File: config.mk
export PLATFORM = sky130hd
export DESIGN_NAME = flash_prog_seq
export DESIGN_NICKNAME = d
export VERILOG_FILES = /design/src/rtl/flash_seq_pkg.sv /design/src/rtl/flash_phase_timer.sv /design/src/rtl/flash_seq_fsm.sv /design/src/rtl/flash_stat_track.sv /design/src/rtl/flash_prog_seq.sv
export SDC_FILE = /design/constraint.sdc
export NUM_CORES = 1
export LEC_CHECK = 0
export ABC_AREA = 1
export BUFFER_PORTS_ARGS = -buffer_cell sky130_fd_sc_hd__clkbuf_2
export CAP_MARGIN = 10
export CORE_MARGIN = 2
export CORE_UTILIZATION = 35
export DETAILED_ROUTE_END_ITERATION = 16
export PLACE_DENSITY = 0.6
export SYNTH_ARGS = -nofsm -noshare
export SYNTH_HDL_FRONTEND = slang
export SYNTH_HIERARCHICAL = 1
export SYNTH_SLANG_ARGS = --single-unit
File: constraint.sdc
create_clock -name clk -period 7.6 [get_ports clk]
set_clock_uncertainty 0.05 [all_clocks]
set_input_delay 0.38 -clock clk [delete_from_list [all_inputs] [get_ports clk]]
set_output_delay 0.38 -clock clk [all_outputs]
set_load 0.02 [all_outputs]
File: src/rtl/flash_seq_pkg.sv
// Shared types for the flash image programming sequencer.
// Assumes: nothing beyond IEEE 1800-2017 enum support.
package flash_seq_pkg;

    // Phases of the per-entry programming sequence.
    typedef enum logic [2:0] {
        ST_IDLE  = 3'd0,
        ST_FETCH = 3'd1,
        ST_ADDR  = 3'd2,
        ST_DATA  = 3'd3,
        ST_WRITE = 3'd4,
        ST_RECOV = 3'd5,
        ST_POLL  = 3'd6,
        ST_DONE  = 3'd7
    } seq_state_t;

endpackage

File: src/rtl/flash_phase_timer.sv
// Phase timer: counts the cycles spent in the current phase and reports
// when the programmed length has been reached.
// Assumes: restart is pulsed in the cycle before a timed phase begins;
// a length of 0 behaves as 1.
module flash_phase_timer #(
    parameter int CNT_W = 8
) (
    input  logic             clk,
    input  logic             rst_n,
    input  logic             restart,
    input  logic [CNT_W-1:0] len,
    output logic             expired
);

    logic [CNT_W-1:0] cnt_q;
    logic [CNT_W-1:0] last_idx;

    // Index of the final cycle of the phase.
    always_comb begin
        last_idx = (len == '0) ? '0 : len - 1'b1;
    end

    // Cycle counter, cleared at each phase change and saturating.
    always_ff @(posedge clk) begin
        if (!rst_n) begin
            cnt_q <= '0;
        end else if (restart) begin
            cnt_q <= '0;
        end else if (cnt_q != {CNT_W{1'b1}}) begin
            cnt_q <= cnt_q + 1'b1;
        end
    end

    assign expired = (cnt_q >= last_idx);

endmodule

File: src/rtl/flash_seq_fsm.sv
// Sequencer control: fetches image entries, filters erased words, runs the
// address / data / strobe / recovery / poll phases and flags completion or
// a poll timeout.
// Assumes: the image memory presents an entry only while img_req is high;
// DATA_W is a multiple of 8.
module flash_seq_fsm
    import flash_seq_pkg::*;
#(
    parameter int ADDR_W = 32,
    parameter int DATA_W = 16
) (
    input  logic              clk,
    input  logic              rst_n,
    input  logic              start,
    input  logic              img_valid,
    input  logic [ADDR_W-1:0] img_addr,
    input  logic [DATA_W-1:0] img_data,
    input  logic              img_last,
    input  logic              fl_ready,
    input  logic              wr_expired,
    input  logic              poll_expired,
    output logic              img_req,
    output logic [ADDR_W-1:0] fl_addr,
    output logic              fl_addr_oe,
    output logic [DATA_W-1:0] fl_data,
    output logic              fl_data_oe,
    output logic              fl_we_n,
    output logic              phase_chg,
    output logic              launch,
    output logic              ev_accept,
    output logic              ev_strip,
    output logic              ev_prog,
    output logic [ADDR_W-1:0] prog_addr,
    output logic              busy,
    output logic              done,
    output logic              fail,
    output logic [ADDR_W-1:0] fail_addr
);

    localparam int LANES = DATA_W / 8;

    seq_state_t        state_q, state_d;
    logic [ADDR_W-1:0] addr_q;
    logic [DATA_W-1:0] data_q;
    logic              last_q;
    logic              done_q, fail_q;
    logic [ADDR_W-1:0] fail_addr_q;
    logic [LANES-1:0]  lane_ones;
    logic              erased;
    logic              timeout;

    // Erased-value detection, one byte lane per generated term.
    for (genvar g = 0; g < LANES; g++) begin : g_lane
        assign lane_ones[g] = &img_data[g*8 +: 8];
    end
    assign erased = &lane_ones;

    assign launch    = start && (state_q == ST_IDLE || state_q == ST_DONE);
    assign ev_accept = (state_q == ST_FETCH) && img_valid;
    assign ev_strip  = ev_accept && erased;
    assign ev_prog   = (state_q == ST_POLL) && fl_ready;
    assign timeout   = (state_q == ST_POLL) && !fl_ready && poll_expired;

    // Next-phase selection.
    always_comb begin
        state_d = state_q;
        unique case (state_q)
            ST_IDLE, ST_DONE: if (launch) state_d = ST_FETCH;
            ST_FETCH: begin
                if (img_valid) begin
                    if (!erased)       state_d = ST_ADDR;
                    else if (img_last) state_d = ST_DONE;
                end
            end
            ST_ADDR:  state_d = ST_DATA;
            ST_DATA:  state_d = ST_WRITE;
            ST_WRITE: if (wr_expired) state_d = ST_RECOV;
            ST_RECOV: if (wr_expired) state_d = ST_POLL;
            ST_POLL: begin
                if (fl_ready)     state_d = last_q ? ST_DONE : ST_FETCH;
                else if (timeout) state_d = ST_DONE;
            end
            default:  state_d = ST_IDLE;
        endcase
    end

    // Phase register.
    always_ff @(posedge clk) begin
        if (!rst_n) state_q <= ST_IDLE;
        else        state_q <= state_d;
    end

    // Capture of the accepted image entry.
    always_ff @(posedge clk) begin
        if (!rst_n) begin
            addr_q <= '0;
            data_q <= '0;
            last_q <= 1'b0;
        end else if (ev_accept) begin
            addr_q <= img_addr;
            data_q <= img_data;
            last_q <= img_last;
        end
    end

    // Completion and failure flags, cleared when a new run launches.
    always_ff @(posedge clk) begin
        if (!rst_n) begin
            done_q      <= 1'b0;
            fail_q      <= 1'b0;
            fail_addr_q <= '0;
        end else if (launch) begin
            done_q      <= 1'b0;
            fail_q      <= 1'b0;
            fail_addr_q <= '0;
        end else begin
            if (state_d == ST_DONE && state_q != ST_DONE) done_q <= 1'b1;
            if (timeout) begin
                fail_q      <= 1'b1;
                fail_addr_q <= addr_q;
            end
        end
    end

    assign phase_chg  = (state_d != state_q);
    assign img_req    = (state_q == ST_FETCH);
    assign fl_addr    = addr_q;
    assign fl_addr_oe = (state_q == ST_ADDR);
    assign fl_data    = data_q;
    assign fl_data_oe = (state_q == ST_DATA) || (state_q == ST_WRITE);
    assign fl_we_n    = (state_q != ST_WRITE);
    assign prog_addr  = addr_q;
    assign busy       = (state_q != ST_IDLE) && (state_q != ST_DONE);
    assign done       = done_q;
    assign fail       = fail_q;
    assign fail_addr  = fail_addr_q;

    // Address and data are never driven together.
    p_oe_excl_r2: assert property (@(posedge clk) disable iff (!rst_n)
        !(fl_addr_oe && fl_data_oe));

    // A strobe always begins straight after a data phase.
    p_we_after_data_r2: assert property (@(posedge clk) disable iff (!rst_n)
        $fell(fl_we_n) |-> $past(fl_data_oe) && !$past(fl_addr_oe));

    // Polling continues while the device is not ready and the limit is not hit.
    p_poll_hold_r4: assert property (@(posedge clk) disable iff (!rst_n)
        (state_q == ST_POLL && !fl_ready && !poll_expired) |=> state_q == ST_POLL);

    // Failure is raised only from polling with a not-ready device.
    p_fail_src_r11: assert property (@(posedge clk) disable iff (!rst_n)
        $rose(fail) |-> $past(state_q == ST_POLL) && !$past(fl_ready) && done);

    // No image requests once the run has finished.
    p_done_quiet_r10: assert property (@(posedge clk) disable iff (!rst_n)
        done |-> !img_req && !busy);

endmodule

File: src/rtl/flash_stat_track.sv
// Run statistics: programmed and stripped byte totals, segment count, and
// the address range actually written.
// Assumes: seg_size is stable during a run; clear coincides with launch.
module flash_stat_track #(
    parameter int ADDR_W = 32,
    parameter int DATA_W = 16,
    parameter int CNT_W  = 8,
    parameter int STAT_W = 32
) (
    input  logic              clk,
    input  logic              rst_n,
    input  logic              clear,
    input  logic              ev_accept,
    input  logic              ev_strip,
    input  logic              ev_prog,
    input  logic [ADDR_W-1:0] prog_addr,
    input  logic [CNT_W-1:0]  seg_size,
    output logic [STAT_W-1:0] bytes_prog,
    output logic [STAT_W-1:0] bytes_strip,
    output logic [STAT_W-1:0] seg_count,
    output logic [ADDR_W-1:0] min_addr,
    output logic [ADDR_W-1:0] max_addr
);

    localparam logic [STAT_W-1:0] WORD_BYTES = STAT_W'(DATA_W / 8);

    logic [CNT_W-1:0]  seg_pos_q;
    logic [CNT_W:0]    seg_next;
    logic [STAT_W-1:0] prog_q, strip_q, seg_q;
    logic [ADDR_W-1:0] min_q, max_q;

    assign seg_next = {1'b0, seg_pos_q} + 1'b1;

    // Segment position and count over all accepted entries.
    always_ff @(posedge clk) begin
        if (!rst_n || clear) begin
            seg_pos_q <= '0;
            seg_q     <= '0;
        end else if (ev_accept) begin
            if (seg_pos_q == '0) seg_q <= seg_q + 1'b1;
            if (seg_next >= {1'b0, seg_size}) seg_pos_q <= '0;
            else                              seg_pos_q <= seg_next[CNT_W-1:0];
        end
    end

    // Byte totals for stripped and programmed entries.
    always_ff @(posedge clk) begin
        if (!rst_n || clear) begin
            prog_q  <= '0;
            strip_q <= '0;
        end else begin
            if (ev_strip) strip_q <= strip_q + WORD_BYTES;
            if (ev_prog)  prog_q  <= prog_q + WORD_BYTES;
        end
    end

    // Address range over programmed entries only.
    always_ff @(posedge clk) begin
        if (!rst_n || clear) begin
            min_q <= {ADDR_W{1'b1}};
            max_q <= '0;
        end else if (ev_prog) begin
            if (prog_addr < min_q) min_q <= prog_addr;
            if (prog_addr > max_q) max_q <= prog_addr;
        end
    end

    assign bytes_prog  = prog_q;
    assign bytes_strip = strip_q;
    assign seg_count   = seg_q;
    assign min_addr    = min_q;
    assign max_addr    = max_q;

    // Programmed total only grows within a run.
    p_prog_mono_r7: assert property (@(posedge clk) disable iff (!rst_n || clear)
        $past(rst_n) && !$past(clear) |-> bytes_prog >= $past(bytes_prog));

    // Once anything is programmed the range is ordered.
    p_range_order_r9: assert property (@(posedge clk) disable iff (!rst_n)
        (bytes_prog != '0) |-> (min_addr <= max_addr));

    // Segment count never jumps by more than one per cycle.
    p_seg_step_r8: assert property (@(posedge clk) disable iff (!rst_n || clear)
        $past(rst_n) && !$past(clear) |-> (seg_count - $past(seg_count)) <= 1);

endmodule

File: src/rtl/flash_prog_seq.sv
// Top of the flash image programming sequencer: control, two phase timers
// (strobe/recovery width and poll limit) and the statistics tracker.
// Assumes: pulse_cycles, seg_size and poll_limit are held while busy.
module flash_prog_seq #(
    parameter int ADDR_W = 32,
    parameter int DATA_W = 16,
    parameter int CNT_W  = 8,
    parameter int STAT_W = 32
) (
    input  logic              clk,
    input  logic              rst_n,
    input  logic              start,
    input  logic [CNT_W-1:0]  seg_size,
    input  logic [CNT_W-1:0]  pulse_cycles,
    input  logic [CNT_W-1:0]  poll_limit,
    output logic              img_req,
    input  logic              img_valid,
    input  logic [ADDR_W-1:0] img_addr,
    input  logic [DATA_W-1:0] img_data,
    input  logic              img_last,
    output logic [ADDR_W-1:0] fl_addr,
    output logic              fl_addr_oe,
    output logic [DATA_W-1:0] fl_data,
    output logic              fl_data_oe,
    output logic              fl_we_n,
    input  logic              fl_ready,
    output logic              busy,
    output logic              done,
    output logic              fail,
    output logic [ADDR_W-1:0] fail_addr,
    output logic [STAT_W-1:0] bytes_prog,
    output logic [STAT_W-1:0] bytes_strip,
    output logic [STAT_W-1:0] seg_count,
    output logic [ADDR_W-1:0] min_addr,
    output logic [ADDR_W-1:0] max_addr
);

    logic              phase_chg, launch;
    logic              wr_expired, poll_expired;
    logic              ev_accept, ev_strip, ev_prog;
    logic [ADDR_W-1:0] prog_addr;

    flash_seq_fsm #(.ADDR_W(ADDR_W), .DATA_W(DATA_W)) u_fsm (
        .clk(clk), .rst_n(rst_n), .start(start),
        .img_valid(img_valid), .img_addr(img_addr), .img_data(img_data),
        .img_last(img_last), .fl_ready(fl_ready),
        .wr_expired(wr_expired), .poll_expired(poll_expired),
        .img_req(img_req), .fl_addr(fl_addr), .fl_addr_oe(fl_addr_oe),
        .fl_data(fl_data), .fl_data_oe(fl_data_oe), .fl_we_n(fl_we_n),
        .phase_chg(phase_chg), .launch(launch),
        .ev_accept(ev_accept), .ev_strip(ev_strip), .ev_prog(ev_prog),
        .prog_addr(prog_addr), .busy(busy), .done(done), .fail(fail),
        .fail_addr(fail_addr)
    );

    flash_phase_timer #(.CNT_W(CNT_W)) u_wr_timer (
        .clk(clk), .rst_n(rst_n), .restart(phase_chg),
        .len(pulse_cycles), .expired(wr_expired)
    );

    flash_phase_timer #(.CNT_W(CNT_W)) u_poll_timer (
        .clk(clk), .rst_n(rst_n), .restart(phase_chg),
        .len(poll_limit), .expired(poll_expired)
    );

    flash_stat_track #(
        .ADDR_W(ADDR_W), .DATA_W(DATA_W), .CNT_W(CNT_W), .STAT_W(STAT_W)
    ) u_stats (
        .clk(clk), .rst_n(rst_n), .clear(launch),
        .ev_accept(ev_accept), .ev_strip(ev_strip), .ev_prog(ev_prog),
        .prog_addr(prog_addr), .seg_size(seg_size),
        .bytes_prog(bytes_prog), .bytes_strip(bytes_strip),
        .seg_count(seg_count), .min_addr(min_addr), .max_addr(max_addr)
    );

    // Checker-only run length of the strobe-low interval.
    logic [CNT_W:0] low_run_q;
    logic [CNT_W:0] pulse_eff;
    assign pulse_eff = (pulse_cycles == '0) ? (CNT_W+1)'(1) : {1'b0, pulse_cycles};

    // Counts consecutive cycles with the strobe low.
    always_ff @(posedge clk) begin
        if (!rst_n || fl_we_n) low_run_q <= '0;
        else                   low_run_q <= low_run_q + 1'b1;
    end

    // Strobe-low width equals the programmed width.
    p_strobe_width_r3: assert property (@(posedge clk) disable iff (!rst_n)
        $rose(fl_we_n) |-> low_run_q == pulse_eff);

    // Failure always comes with completion.
    p_fail_done_r11: assert property (@(posedge clk) disable iff (!rst_n)
        fail |-> done);

endmodule

* Word level (Yosys, flattened, before mapping)
Cells that the tools add are included.
** Word-level totals
- Bits in registers :: 270
- Output and inout bits :: 247
- Logic and storage cells :: 80
** Cells by class
- Add/sub/neg operators :: 8
- Magnitude comparators :: 5
- Equal/unequal tests :: 13
- Muxes and demuxes :: 13
- Bitwise gates (word level) :: 1
- Reduce and logical (&&, ||, !) cells :: 25
** Operator list (number)
- $add 32x2->32 const B :: 2
- $add 32x1->32 const B :: 1
- $gt 32x32->1 :: 1
- $lt 32x32->1 :: 1
- $mux 3 :: 9
- $logic_not 8->1 :: 3
- $mux 8 :: 3
- $pmux 3 s7 :: 1
- $add 8x1->8 const B :: 2
- $ge 8x8->1 :: 2
- $ne 8x8->1 const B :: 2
- $reduce_and 16->1 :: 1
- $sub 8x1->8 const B :: 2
- $eq 3x3->1 const B :: 5
- $add 8x1->9 const B :: 1
- $ge 9x8->1 :: 1
- $logic_and 1x1->1 :: 8
- $eq 3x2->1 const B :: 2
- $ne 3x3->1 const B :: 2
- $reduce_and 2->1 :: 3
- $reduce_or 2->1 :: 3
- $eq 3x1->1 const B :: 1
- $logic_not 3->1 :: 1
- $logic_or 1x1->1 :: 3
- other kinds (4) :: 5

* Logic depth before layout (Yosys ltp)
Gate-level depths: netlist of the first run.
- Depth in word-level cells :: 9
- Depth in mapped cells :: 24

* Modules after synthesis
The synthesis of the first run kept the hierarchy.
** Modules (own cells, without submodules)
- flash_stat_track :: instances 1, cells an instance 1487, area each 10097.2 µm², sequential area each 3323.2 µm²
- flash_seq_fsm :: instances 1, cells an instance 474, area each 3512.1 µm², sequential area each 1721.7 µm²
- flash_phase_timer :: instances 2, cells an instance 127, area each 802.0 µm², sequential area each 160.2 µm²

* Worst setup path after synthesis of the first run
Ideal clock, no wire load.
- Path kind :: input-to-reg
- Start point :: input pulse_cycles[0]
- End point :: register u_poll_timer.cnt_q[3]
- Setup time :: 74 ps
- Arrival time :: 2686 ps
- Required time :: 7476 ps
- Path slack :: 4790 ps
- Stages on the path :: 21
- Path buffers :: 0
- Path through :: inv_1 > ha_1 > nand3_2 > nor2_4 > nand3_2 > nand3_1 > ha_1 > a21oi_1 > nor2_1 > nor3_1 > nand2_1 > nand2_1 > nand2_1 > inv_2 > nor2_1 > a21oi_2 > xor2_1 > nand2_1 > nor2_4 > inv_1 > a31oi_1
** Between the ends
- Longest elaborated chain between the ends :: 7
- Elaborated cells between the ends (all ways) :: 9
- Classes of those cells :: 1 x add/sub; 1 x order compare; 1 x eq/ne; 4 x mux; 2 x reduce/logical
** Ends and longest elaborated chain
- start: declaration :: line flash_prog_seq.sv:14 : input logic [CNT_W-1:0] pulse_cycles,
- $sub 8x1->8 / $logic_not 8->1 (equally long branches)
- $mux 8 * :: line flash_phase_timer.sv:20 : last_idx = (len == '0) ? '0 : len - 1'b1;
- $ge 8x8->1 * :: line flash_phase_timer.sv:34 : assign expired = (cnt_q >= last_idx);
- via wr_expired :: line flash_prog_seq.sv:39 : logic wr_expired, poll_expired;
- $mux 3, on equally long branches :: line flash_seq_fsm.sv:78, flash_seq_fsm.sv:77
- $pmux 3 s7 * :: line flash_seq_fsm.sv:67 : unique case (state_q)
- $ne 3x3->1 * :: line flash_seq_fsm.sv:125 : assign phase_chg = (state_d != state_q);
- via phase_chg :: line flash_prog_seq.sv:38 : logic phase_chg, launch;
- $reduce_or 2->1 (no line) *
- end signal: assignment :: line flash_phase_timer.sv:30 : cnt_q <= cnt_q + 1'b1;
- end: declaration :: line flash_phase_timer.sv:15 : logic [CNT_W-1:0] cnt_q;
Mark *: on every way through the listed nets, which the timed path passes. The rest lies on a longest branch.
A chain may end at the register's enable or synchronous reset.

* Worst setup path after layout of the first run
- Start point :: register u_fsm.state_q[0]
- End point :: register u_stats.strip_q[28] (netlist: u_stats/bytes_strip[28])
** Between the ends
- Elaborated cells between the ends (all ways) :: 8
- Classes of those cells :: 2 x eq/ne; 6 x reduce/logical
** RTL lines
- start: declaration :: line flash_seq_fsm.sv:42 : seq_state_t state_q, state_d;
- start signal: assignment :: line flash_seq_fsm.sv:90 : else state_q <= state_d;
- $eq 3x1->1 :: line flash_seq_fsm.sv:59 : assign ev_accept = (state_q == ST_FETCH) && img_valid;
- $logic_and 1x1->1 :: line flash_seq_fsm.sv:59
- via ev_accept :: line flash_prog_seq.sv:40 : logic ev_accept, ev_strip, ev_prog;
- $logic_and 1x1->1 :: line flash_seq_fsm.sv:60 : assign ev_strip = ev_accept && erased;
- via ev_strip :: line flash_prog_seq.sv:40
- end signal: assignment :: line flash_stat_track.sv:52 : if (ev_strip) strip_q <= strip_q + WORD_BYTES;
- end: declaration :: line flash_stat_track.sv:29 : logic [STAT_W-1:0] prog_q, strip_q, seg_q;
The timed path passes the listed nets, and every way through them passes these cells.

==> results of run 1 <==
-- worst max-delay path, delay by kind of cell, from the launching register on --
kind,cells,cell delay (ps)
flops,1,360
compound gates,2,260
buf+inv,6,1200
simple gates,7,1580
-- layout make-up --
class	instances	area, um^2	area share
timing repair buffer	340	1760	0.0962
sequential	268	5370	0.292
tap	585	732	0.0399
clock inverter	10	183	0.00996
inverter	277	1040	0.0568
multi-input combinational	1569	8230	0.449
antenna	1	2.50	0.000136
clock buffer	50	1020	0.0559
-- placed cells by master, fill, tap and decap left out, types with 5 or more instances in the layout --
| cell | n |
|---|---|
| nand2_1 | 487 |
| clkbuf_2 | 322 |
| nor2_1 | 317 |
| dfxtp_1 | 268 |
| inv_1 | 244 |
| a21oi_1 | 164 |
| nand3_1 | 161 |
| ha_1 | 96 |
| o21ai_0 | 86 |
| nor3_1 | 47 |
| xor2_1 | 42 |
| nand4_1 | 38 |
| clkbuf_16 | 37 |
| inv_2 | 30 |
| o21ai_1 | 14 |
| nor2_4 | 12 |
| nand3_2 | 12 |
| buf_4 | 11 |
| nand2_2 | 10 |
| nor2_2 | 9 |
| a31oi_1 | 9 |
| xnor2_1 | 9 |
| clkbuf_1 | 8 |
| nand3b_1 | 8 |
| dlygate4sd3_1 | 7 |
| nor3_2 | 7 |
| nor4_1 | 7 |
| bufinv_16 | 5 |
| clkbuf_8 | 5 |
| o21a_1 | 5 |
-- power groups by stage --
stage | Clock, uW | Combinational (uW) | Sequential, uW
5_1_grt | 1860 | 1390 | 1650
3_5_place_dp | 0 | 1250 | 1660
6_report | 1760 | 1250 | 1630
4_1_cts | 1810 | 1260 | 1630
2_1_floorplan | 0 | 945 | 1660
3_3_place_gp | 0 | 1220 | 1660
-- registers in the layout (all words and copies together), names as in the netlist --
| name | flops |
|---|---|
| u_fsm/fail_addr | 32 |
| u_poll_timer/cnt_q | 8 |
| u_fsm/fl_addr | 32 |
| u_wr_timer/cnt_q | 8 |
| u_stats/max_addr | 32 |
| u_stats/bytes_prog | 31 |
| u_stats/seg_count | 32 |
| u_stats/bytes_strip | 31 |
| u_fsm/done | 1 |
| u_fsm/state_q | 3 |
| u_stats/seg_pos_q | 8 |
| u_fsm/last_q | 1 |
| u_stats/min_addr | 32 |
| u_fsm/fl_data | 16 |
| u_fsm/fail | 1 |
-- per-layer routing --
layer | GRT usage | wire length (um) | vias to the layer above
met4 | 0.0808 | 1810 | 4
met5 | 0 | 30 | -
met2 | 0.350 | 22600 | 449
met3 | 0.0449 | 3010 | 101
li1 | - | - | 7648
met1 | 0.264 | 21200 | 7079
-- metrics by stage --
stage	instance area [um^2]	power, uW	setup WS (ps)	std cells	hold slack [ps]
6_report	18300	4640	4010	3100	38.0
5_1_grt	18300	4900	3610	3100	14.6
4_1_cts	18300	4700	3980	3099	0.0916
3_5_place_dp	17100	2910	3870	3032	399
3_3_place_gp	17100	2890	4090	3032	393
2_1_floorplan	15200	2610	4790	2216	395
-- cells by family (layout without fill, tap and decap cells) --
kind of cell               Yosys count  after routing
xor gates and xnor gates            51             51
and+or+nand+nor                   1131           1131
buffers and inverters              379            677
other                                1              3
adders and majority gates           96             96
AOI/OAI and AO/OA                  289            289
DFF                                268            268
-- how the worst min path moves through the flow --
stage,slack [ps],endpoint,startpoint
after floorplan,390,u_fsm/last_q$_SDFFE_PN0P_,u_fsm/last_q$_SDFFE_PN0P_
after global placement,390,u_fsm/done$_SDFFE_PP0P_,u_fsm/done$_SDFFE_PP0P_
after detailed placement,400,u_fsm/done$_SDFFE_PP0P_,u_fsm/done$_SDFFE_PP0P_
after CTS,0.09,u_fsm/fl_addr[18]$_SDFFE_PN0P_,img_addr[18]
after global routing,10,u_fsm/fl_addr[0]$_SDFFE_PN0P_,img_addr[0]
final,40,u_fsm/fl_addr[3]$_SDFFE_PN0P_,img_addr[3]
==> impl_metrics.py, run 1 <==
metrics = {
    "synth": {
        "ys.flop_type": "dfxtp_1",
        "synth_top_area_frac": 0.353,
        "synthMuxAreaShare": 0,
        "synth.distinct_cells": 46,
        "synth-compound-area-share": 0.0998,
        "yosys.area_share.simple": 0.331,
        "netlist.top_cell.by_area": "dfxtp_1",
        "syn-mean-instance-area_um2": 6.87,
        "synth_seq_area_share": 0.353,
        "synth_cells": 2215,
        "ys_warn_count": 6,
        "syn_area_um2": 15200,
        "ys_async_sr_fraction": 0,
        "synth_common_cells": "nand2_1 (487), nor2_1 (317), dfxtp_1 (268), inv_1 (245), a21oi_1 (164)",
        "synth_edf_count": 0,
        "post-synth-top-count-cell": "nand2_1",
        "synthTopCellsByArea": "dfxtp_1 (35%), nand2_1 (12%), ha_1 (7.9%)",
        "synth-seq-cells": 268,
        "synth-adder-area-share": 0.0790,
        "synth_top_family_by_area": "simple AND/OR/NAND/NOR gates",
        "synth_xor_area_frac": 0.0294,
    },
    "worst_setup_path": {
        "required_ps": 7970,
        "r2r_cells": 15,
        "timing.rr.end": "u_stats/bytes_strip[28]$_SDFFE_PP0P_",
        "rrSetupSlack_ps": 4010,
        "critPathKind": "register to register",
        "crit_path_start": "u_fsm/state_q[0]$_SDFF_PN0_",
        "startpoint_type": "register",
        "max_stage_delay_ps": 460,
        "crit_chain": "inv_2 > nor2_2 > nand2_1 > nor2_4 > buf_4 > inv_2 > buf_4 > nor3_1 > buf_4 > inv_1 > nor3_1 > nand4_1 > nor3_1 > a21oi_1 > o21a_1",
        "cp_slowest_cell": "buf_4",
        "crit_fanout": 51,
        "worstReg2RegStart": "u_fsm/state_q[0]$_SDFF_PN0_",
        "endpoint": "u_stats/bytes_strip[28]$_SDFFE_PP0P_",
        "worst_ep_arrival_time_ps": 3960,
        "end_kind": "register",
    },
    "floorplanning": {
        "row_count": 76,
        "start_util": 0.354,
        "die_y_um": 212,
        "die_area_um2": 45100,
        "die_x_um": 212,
        "io_pins": 325,
        "core_um2": 43000,
    },
    "layout": {
        "fill_cells": 4587,
        "areaGrowthSynthToFinish_pct": 20.6,
        "drive_gt1_frac": 0.193,
        "utilization": 0.427,
        "final_nets": 2666,
    },
    "global_route": {
        "grt_util_all_layers": 0.210,
        "antenna_found_initial": 3,
        "grt_pass1_vias": 14284,
        "grt_max_degree": 65,
        "overflow": 0,
        "grt_pass1_wl_mm": 75.7,
    },
    "routing": {
        "vias": 15281,
        "ant_nets": 0,
        "drt-initial-drc-count": 848,
        "routed_wl_mm": 48.7,
        "dr.pass1.iters": 7,
        "vias_per_cell": 4.93,
        "drc": 0,
        "wire_per_inst_um": 15.7,
    },
    "sta": {
        "rsz0062_at_grt": "no",
        "fin_crit_sh": 0.473,
        "tightest_slew_ps": 1210,
        "drv_slew": 0,
        "fmax_mhz": 278,
        "fin_setup_tns_ps": 0,
        "period_minus_slack_ps": 3590,
        "hold_viol": 0,
        "slew_headroom": 0.188,
        "setup_viol": 0,
    },
    "cts": {
        "cts.sinks": 268,
        "cts-resized-gates": 0,
        "root_buffer": "clkbuf_16",
        "ctsHtreeMaxLevel": 2,
        "insertion_delay_ps": 530,
        "cts_setup_buffers": 0,
        "clk_pin_slew_ps": 60,
        "cts_tree": "built",
        "numCtsBuffers": 36,
        "hold_buffers": 7,
        "clockBufferDepth": 3,
    },
    "outcome": {
        "status": "complete, no violations",
    },
    "pwr": {
        "vdd_ir_drop_max_uv": 224,
        "power_frac_clock": 0.378,
        "sw_frac_of_total": 0.366,
        "p_sw_uw": 1700,
        "seq_power_share": 0.352,
        "powerDensity_nw_per_um2": 253,
        "p_int_uw": 2940,
        "p_leak_uw": 0.00844,
        "pwr-share-comb": 0.269,
    },
    "hold_path": {
        "hold_class": "primary input to register",
        "min_path_cells": 3,
    },
    "placement": {
        "hpwl_mm": 36.0,
        "gp_congestion": 0.908,
        "numPortBuffers": 322,
    },
    "flow_run": {
        "maxCapViolations": 0,
    },
}
No activity file was read; power rests on OpenSTA's default activity.
==> inputs of run 2 (changes only) <==
PLACE_DENSITY = 0.62   (was 0.6)
clock period = 2.9 ns   (was 7.6 ns; I/O delays follow)
==> impl_metrics.py, run 2 (same netlist as run 1, synthesis figures left out) <==
metrics = {
    "floorplanning": {
        "die_x_um": 212,
        "start_util": 0.354,
        "row_count": 76,
        "die_area_um2": 45100,
        "core_um2": 43000,
        "die_y_um": 212,
        "io_pins": 325,
    },
    "layout": {
        "layout_common_cells": "nand2_1 (487), clkbuf_2 (322), nor2_1 (317), dfxtp_1 (268), inv_1 (244)",
        "final_common_cell": "nand2_1",
        "register_area_um2": 5370,
        "multi_input_area_um2": 8230,
        "areaGrowthSynthToFinish_pct": 25.5,
        "drive_gt1_frac": 0.200,
        "fill_cells": 4471,
        "final_nets": 2736,
    },
    "worst_setup_path": {
        "critPathKind": "register to register",
        "crit_family": "simple AND/OR/NAND/NOR gates",
        "worstReg2RegStart": "u_stats/seg_pos_q[0]$_SDFFE_PP0P_",
        "startpoint_type": "register",
        "cp_slowest_cell": "dfxtp_1",
        "required_ps": 3230,
        "max_stage_delay_ps": 440,
        "end_kind": "register",
        "crit_chain": "ha_1 > nand3_2 > nor2_2 > xor2_1 > inv_1 > ha_1 > nand2_1 > nor4_1 > nand2_1 > nand4_1 > a21oi_1",
        "crit_path_start": "u_stats/seg_pos_q[0]$_SDFFE_PP0P_",
        "crit_fanout": 8,
        "worst_ep_arrival_time_ps": 2980,
        "critical_path_buf_inv_count": 1,
    },
    "cts": {
        "cts_tree": "built",
        "cts-resized-gates": 0,
        "cts.sinks": 268,
        "cts_setup_buffers": 0,
        "root_buffer": "clkbuf_16",
        "clk_pin_slew_ps": 60,
        "numCtsBuffers": 36,
        "ctsHtreeMaxLevel": 2,
        "insertion_delay_ps": 550,
        "clockBufferDepth": 3,
    },
    "pwr": {
        "powerDensity_nw_per_um2": 659,
        "vdd_ir_drop_max_uv": 803,
        "p_leak_uw": 0.00879,
    },
    "sta": {
        "period_minus_slack_ps": 2640,
        "fin_setup_tns_ps": 0,
        "tightest_slew_ps": 802,
        "drv_slew": 0,
        "slew_headroom": 0.466,
        "fin_crit_sh": 0.911,
        "setup_viol": 0,
        "timing.hold.ws_ps": 67.1,
        "rsz0062_at_grt": "no",
        "hold_viol": 0,
        "fmax_mhz": 378,
    },
    "outcome": {
        "status": "complete, no violations",
    },
    "routing": {
        "routed_wl_mm": 49.7,
        "vias_per_cell": 4.88,
        "drc": 0,
        "dr.pass1.iters": 5,
        "ant_nets": 0,
        "vias": 15521,
        "drt-initial-drc-count": 952,
        "wire_per_inst_um": 15.6,
    },
    "global_route": {
        "grt_pass1_wl_mm": 77.8,
        "overflow": 0,
        "antenna_found_initial": 4,
        "grt_pass1_vias": 14891,
        "grt_util_all_layers": 0.216,
        "grt_max_degree": 74,
    },
    "hold_path": {
        "worstHoldStart": "img_valid",
        "hold_class": "primary input to register",
    },
    "flow_run": {
        "maxCapViolations": 0,
    },
    "placement": {
        "gp_congestion": 0.928,
        "numPortBuffers": 322,
        "hpwl_mm": 36.4,
    },
}
run 2: timing repair:
| action | 4_1_cts | 5_1_grt |
|---|---|---|
| hold endpoints to repair | 50 | 0 |
| hold buffers | 50 | 0 |
| endpoints found under the setup margin | 0 | 0 |
run 2: per-stage QoR:
step           total power, uW  worst slack, ps  std cells  instance area, um^2   util
2_1_floorplan             6840              325       2216                15200      -
3_3_place_gp              7780            -32.4       3059                17300  0.403
3_5_place_dp              7850            -99.4       3059                17300  0.403
4_1_cts                  12700              265       3174                19100  0.444
5_1_grt                  13300             13.1       3178                19100  0.444
6_report                 12600              257       3179                19100  0.444
run 2: final timing paths:
kind | end | cells after the start | slack [ps]
max | u_stats/seg_pos_q[5]$_SDFFE_PP0P_ | 11 | 260
min | u_fsm/done$_SDFFE_PP0P_ | 6 | 70
max reg2reg | u_stats/seg_pos_q[5]$_SDFFE_PP0P_ | 11 | 260
min reg2reg | u_fsm/done$_SDFFE_PP0P_ | 2 | 410
run 2: worst register-to-register path, cell delays in order (launching register included):
cell     delay, ps
dfxtp_1        440
ha_1           250
nand3_2        110
nor2_2         140
xor2_1         260
inv_1           80
ha_1           310
nand2_1         50
nor4_1         280
nand2_1        270
nand4_1        190
a21oi_1         70
run 2: per-layer routing:
metal,global-route usage,routed length [um],up-vias
met5,0,0,-
met4,0.0986,1930,0
met3,0.0397,3000,103
met2,0.347,22400,458
met1,0.281,22300,7139
li1,-,-,7821
run 2: cell type report:
| class | instances | area share |
|---|---|---|
| multi-input cells | 1569 | 0.431 |
| flip-flops and latches | 268 | 0.281 |
| repair buffers | 410 | 0.128 |
| inverters | 277 | 0.0546 |
| clock buffers | 51 | 0.0544 |
| well taps | 585 | 0.0384 |
| clock inverters | 14 | 0.0114 |
| diodes | 5 | 0.000656 |
run 2: report_power, final:
part	switching, uW	total (uW)	internal (uW)
Combinational	2460	3590	1130
Sequential	344	4250	3900
Clock	1780	4730	2960
==> inputs of run 3 (changes only) <==
CORE_ASPECT_RATIO = 0.9   (was default)
==> impl_metrics.py, run 3 (same netlist as run 1, synthesis figures left out) <==
metrics = {
    "routing": {
        "wire_per_inst_um": 15.5,
        "vias": 15510,
        "ant_nets": 0,
        "drc": 0,
        "dr.pass1.iters": 5,
        "vias_per_cell": 4.95,
        "drt-initial-drc-count": 1027,
        "routed_wl_mm": 48.5,
    },
    "layout": {
        "multi_input_area_um2": 8230,
        "drive_gt1_frac": 0.195,
        "areaGrowthSynthToFinish_pct": 23.0,
        "register_area_um2": 5370,
        "final_nets": 2730,
        "final_common_cell": "nand2_1",
        "fill_cells": 4425,
        "layout_common_cells": "nand2_1 (487), clkbuf_2 (322), nor2_1 (317), dfxtp_1 (268), inv_1 (244)",
        "final_area_um2": 18700,
    },
    "floorplanning": {
        "die_y_um": 202,
        "die_area_um2": 45200,
        "start_util": 0.354,
        "row_count": 72,
        "core_um2": 43000,
        "io_pins": 325,
        "die_x_um": 224,
    },
    "cts": {
        "clockBufferDepth": 3,
        "cts.sinks": 268,
        "numCtsBuffers": 34,
        "cts_tree": "built",
        "clk_pin_slew_ps": 50,
        "cts-resized-gates": 0,
        "cts_setup_buffers": 0,
        "ctsHtreeMaxLevel": 2,
        "insertion_delay_ps": 540,
        "root_buffer": "clkbuf_16",
    },
    "sta": {
        "tightest_slew_ps": 797,
        "drv_slew": 0,
        "slew_headroom": 0.468,
        "rsz0062_at_grt": "no",
        "hold_viol": 0,
        "fin_crit_sh": 0.894,
        "setup_viol": 0,
        "timing.hold.ws_ps": 72.6,
        "fmax_mhz": 386,
        "period_minus_slack_ps": 2590,
    },
    "worst_setup_path": {
        "end_kind": "register",
        "crit_fanout": 8,
        "cp_slowest_cell": "dfxtp_1",
        "crit_path_start": "u_stats/seg_pos_q[0]$_SDFFE_PP0P_",
        "startpoint_type": "register",
        "worstReg2RegStart": "u_stats/seg_pos_q[0]$_SDFFE_PP0P_",
        "r2r_cells": 11,
        "crit_chain": "ha_1 > nand3_2 > nor2_2 > xor2_1 > inv_1 > ha_1 > nand2_1 > nor4_1 > nand2_1 > nand4_1 > a21oi_1",
        "required_ps": 3230,
        "critPathKind": "register to register",
        "max_stage_delay_ps": 430,
        "worst_ep_arrival_time_ps": 2920,
    },
    "global_route": {
        "overflow": 0,
        "antenna_found_initial": 1,
        "grt_util_all_layers": 0.209,
        "grt_pass1_wl_mm": 76.4,
        "gr-max-usage-layer": "met2",
        "grt_use_met1": 0.280,
        "met3_usage": 0.0369,
        "grt_use_met2": 0.338,
        "grt_max_degree": 65,
        "grt_pass1_vias": 14464,
    },
    "flow_run": {
        "maxCapViolations": 0,
    },
    "hold_path": {
        "hold_class": "primary input to register",
        "worstHoldStart": "img_valid",
        "min_path_cells": 6,
    },
    "placement": {
        "hpwl_mm": 35.7,
        "gp_congestion": 0.917,
        "numPortBuffers": 322,
        "dpl_cell_area_um2": 17200,
    },
    "pwr": {
        "powerDensity_nw_per_um2": 624,
        "p_leak_uw": 0.00864,
        "vdd_ir_drop_max_uv": 513,
        "power_uw": 11700,
    },
    "outcome": {
        "status": "complete, no violations",
    },
}
run 3: path summary, 6_finish.rpt:
path,endpoint,slack [ps]
min reg2reg,u_fsm/done$_SDFFE_PP0P_,400
max,u_stats/seg_pos_q[3]$_SDFFE_PP0P_,310
max reg2reg,u_stats/seg_pos_q[3]$_SDFFE_PP0P_,310
min,u_fsm/done$_SDFFE_PP0P_,70
run 3: area by class of cell:
type	count	area share
antenna	1	0.000134
clock buffer	47	0.0497
clock inverter	9	0.00341
timing repair buffer	406	0.127
multi-input combinational	1569	0.440
tap	555	0.0371
sequential	268	0.287
inverter	277	0.0557
run 3: critical path, delay by kind of cell (launching register included):
family                   cells  cell delay [ps]
XOR/XNOR                     1              240
flip-flops                   1              430
AO/OA/AOI/OAI                1               70
buffers and inverters        1               70
AND/OR/NAND/NOR              6             1030
adder cells (fa/ha/maj)      2              550
run 3: timing repair:
| action | CTS | global route |
|---|---|---|
| hold buffers | 50 | 0 |
| endpoints found under the setup margin | 0 | 0 |
| endpoints found under the hold margin | 51 | 0 |
run 3: per-layer routing:
| layer | part of all wire | up-vias | wire (um) |
|---|---|---|---|
| met5 | 0 | - | 0 |
| met4 | 0.027 | 0 | 1310 |
| met3 | 0.060 | 74 | 2920 |
| met2 | 0.46 | 441 | 22200 |
| met1 | 0.46 | 7214 | 22100 |
| li1 | - | 7781 | - |
run 3: through the flow:
step | setup WS, ps | TNS (ps) | utilization | std cells
2_1_floorplan | 325 | 0 | - | 2216
3_3_place_gp | 30.5 | 0 | 0.401 | 3025
3_5_place_dp | -147 | -1050 | 0.401 | 3025
4_1_cts | 318 | 0 | 0.435 | 3131
5_1_grt | 27.3 | 0 | 0.435 | 3132
6_report | 307 | 0 | 0.435 | 3132
run 3: report_power, final:
part           internal [uW]  switching, uW
sequential              3900            318
combinational           1070           2490
clock                   2240           1650
total                   7210           4450
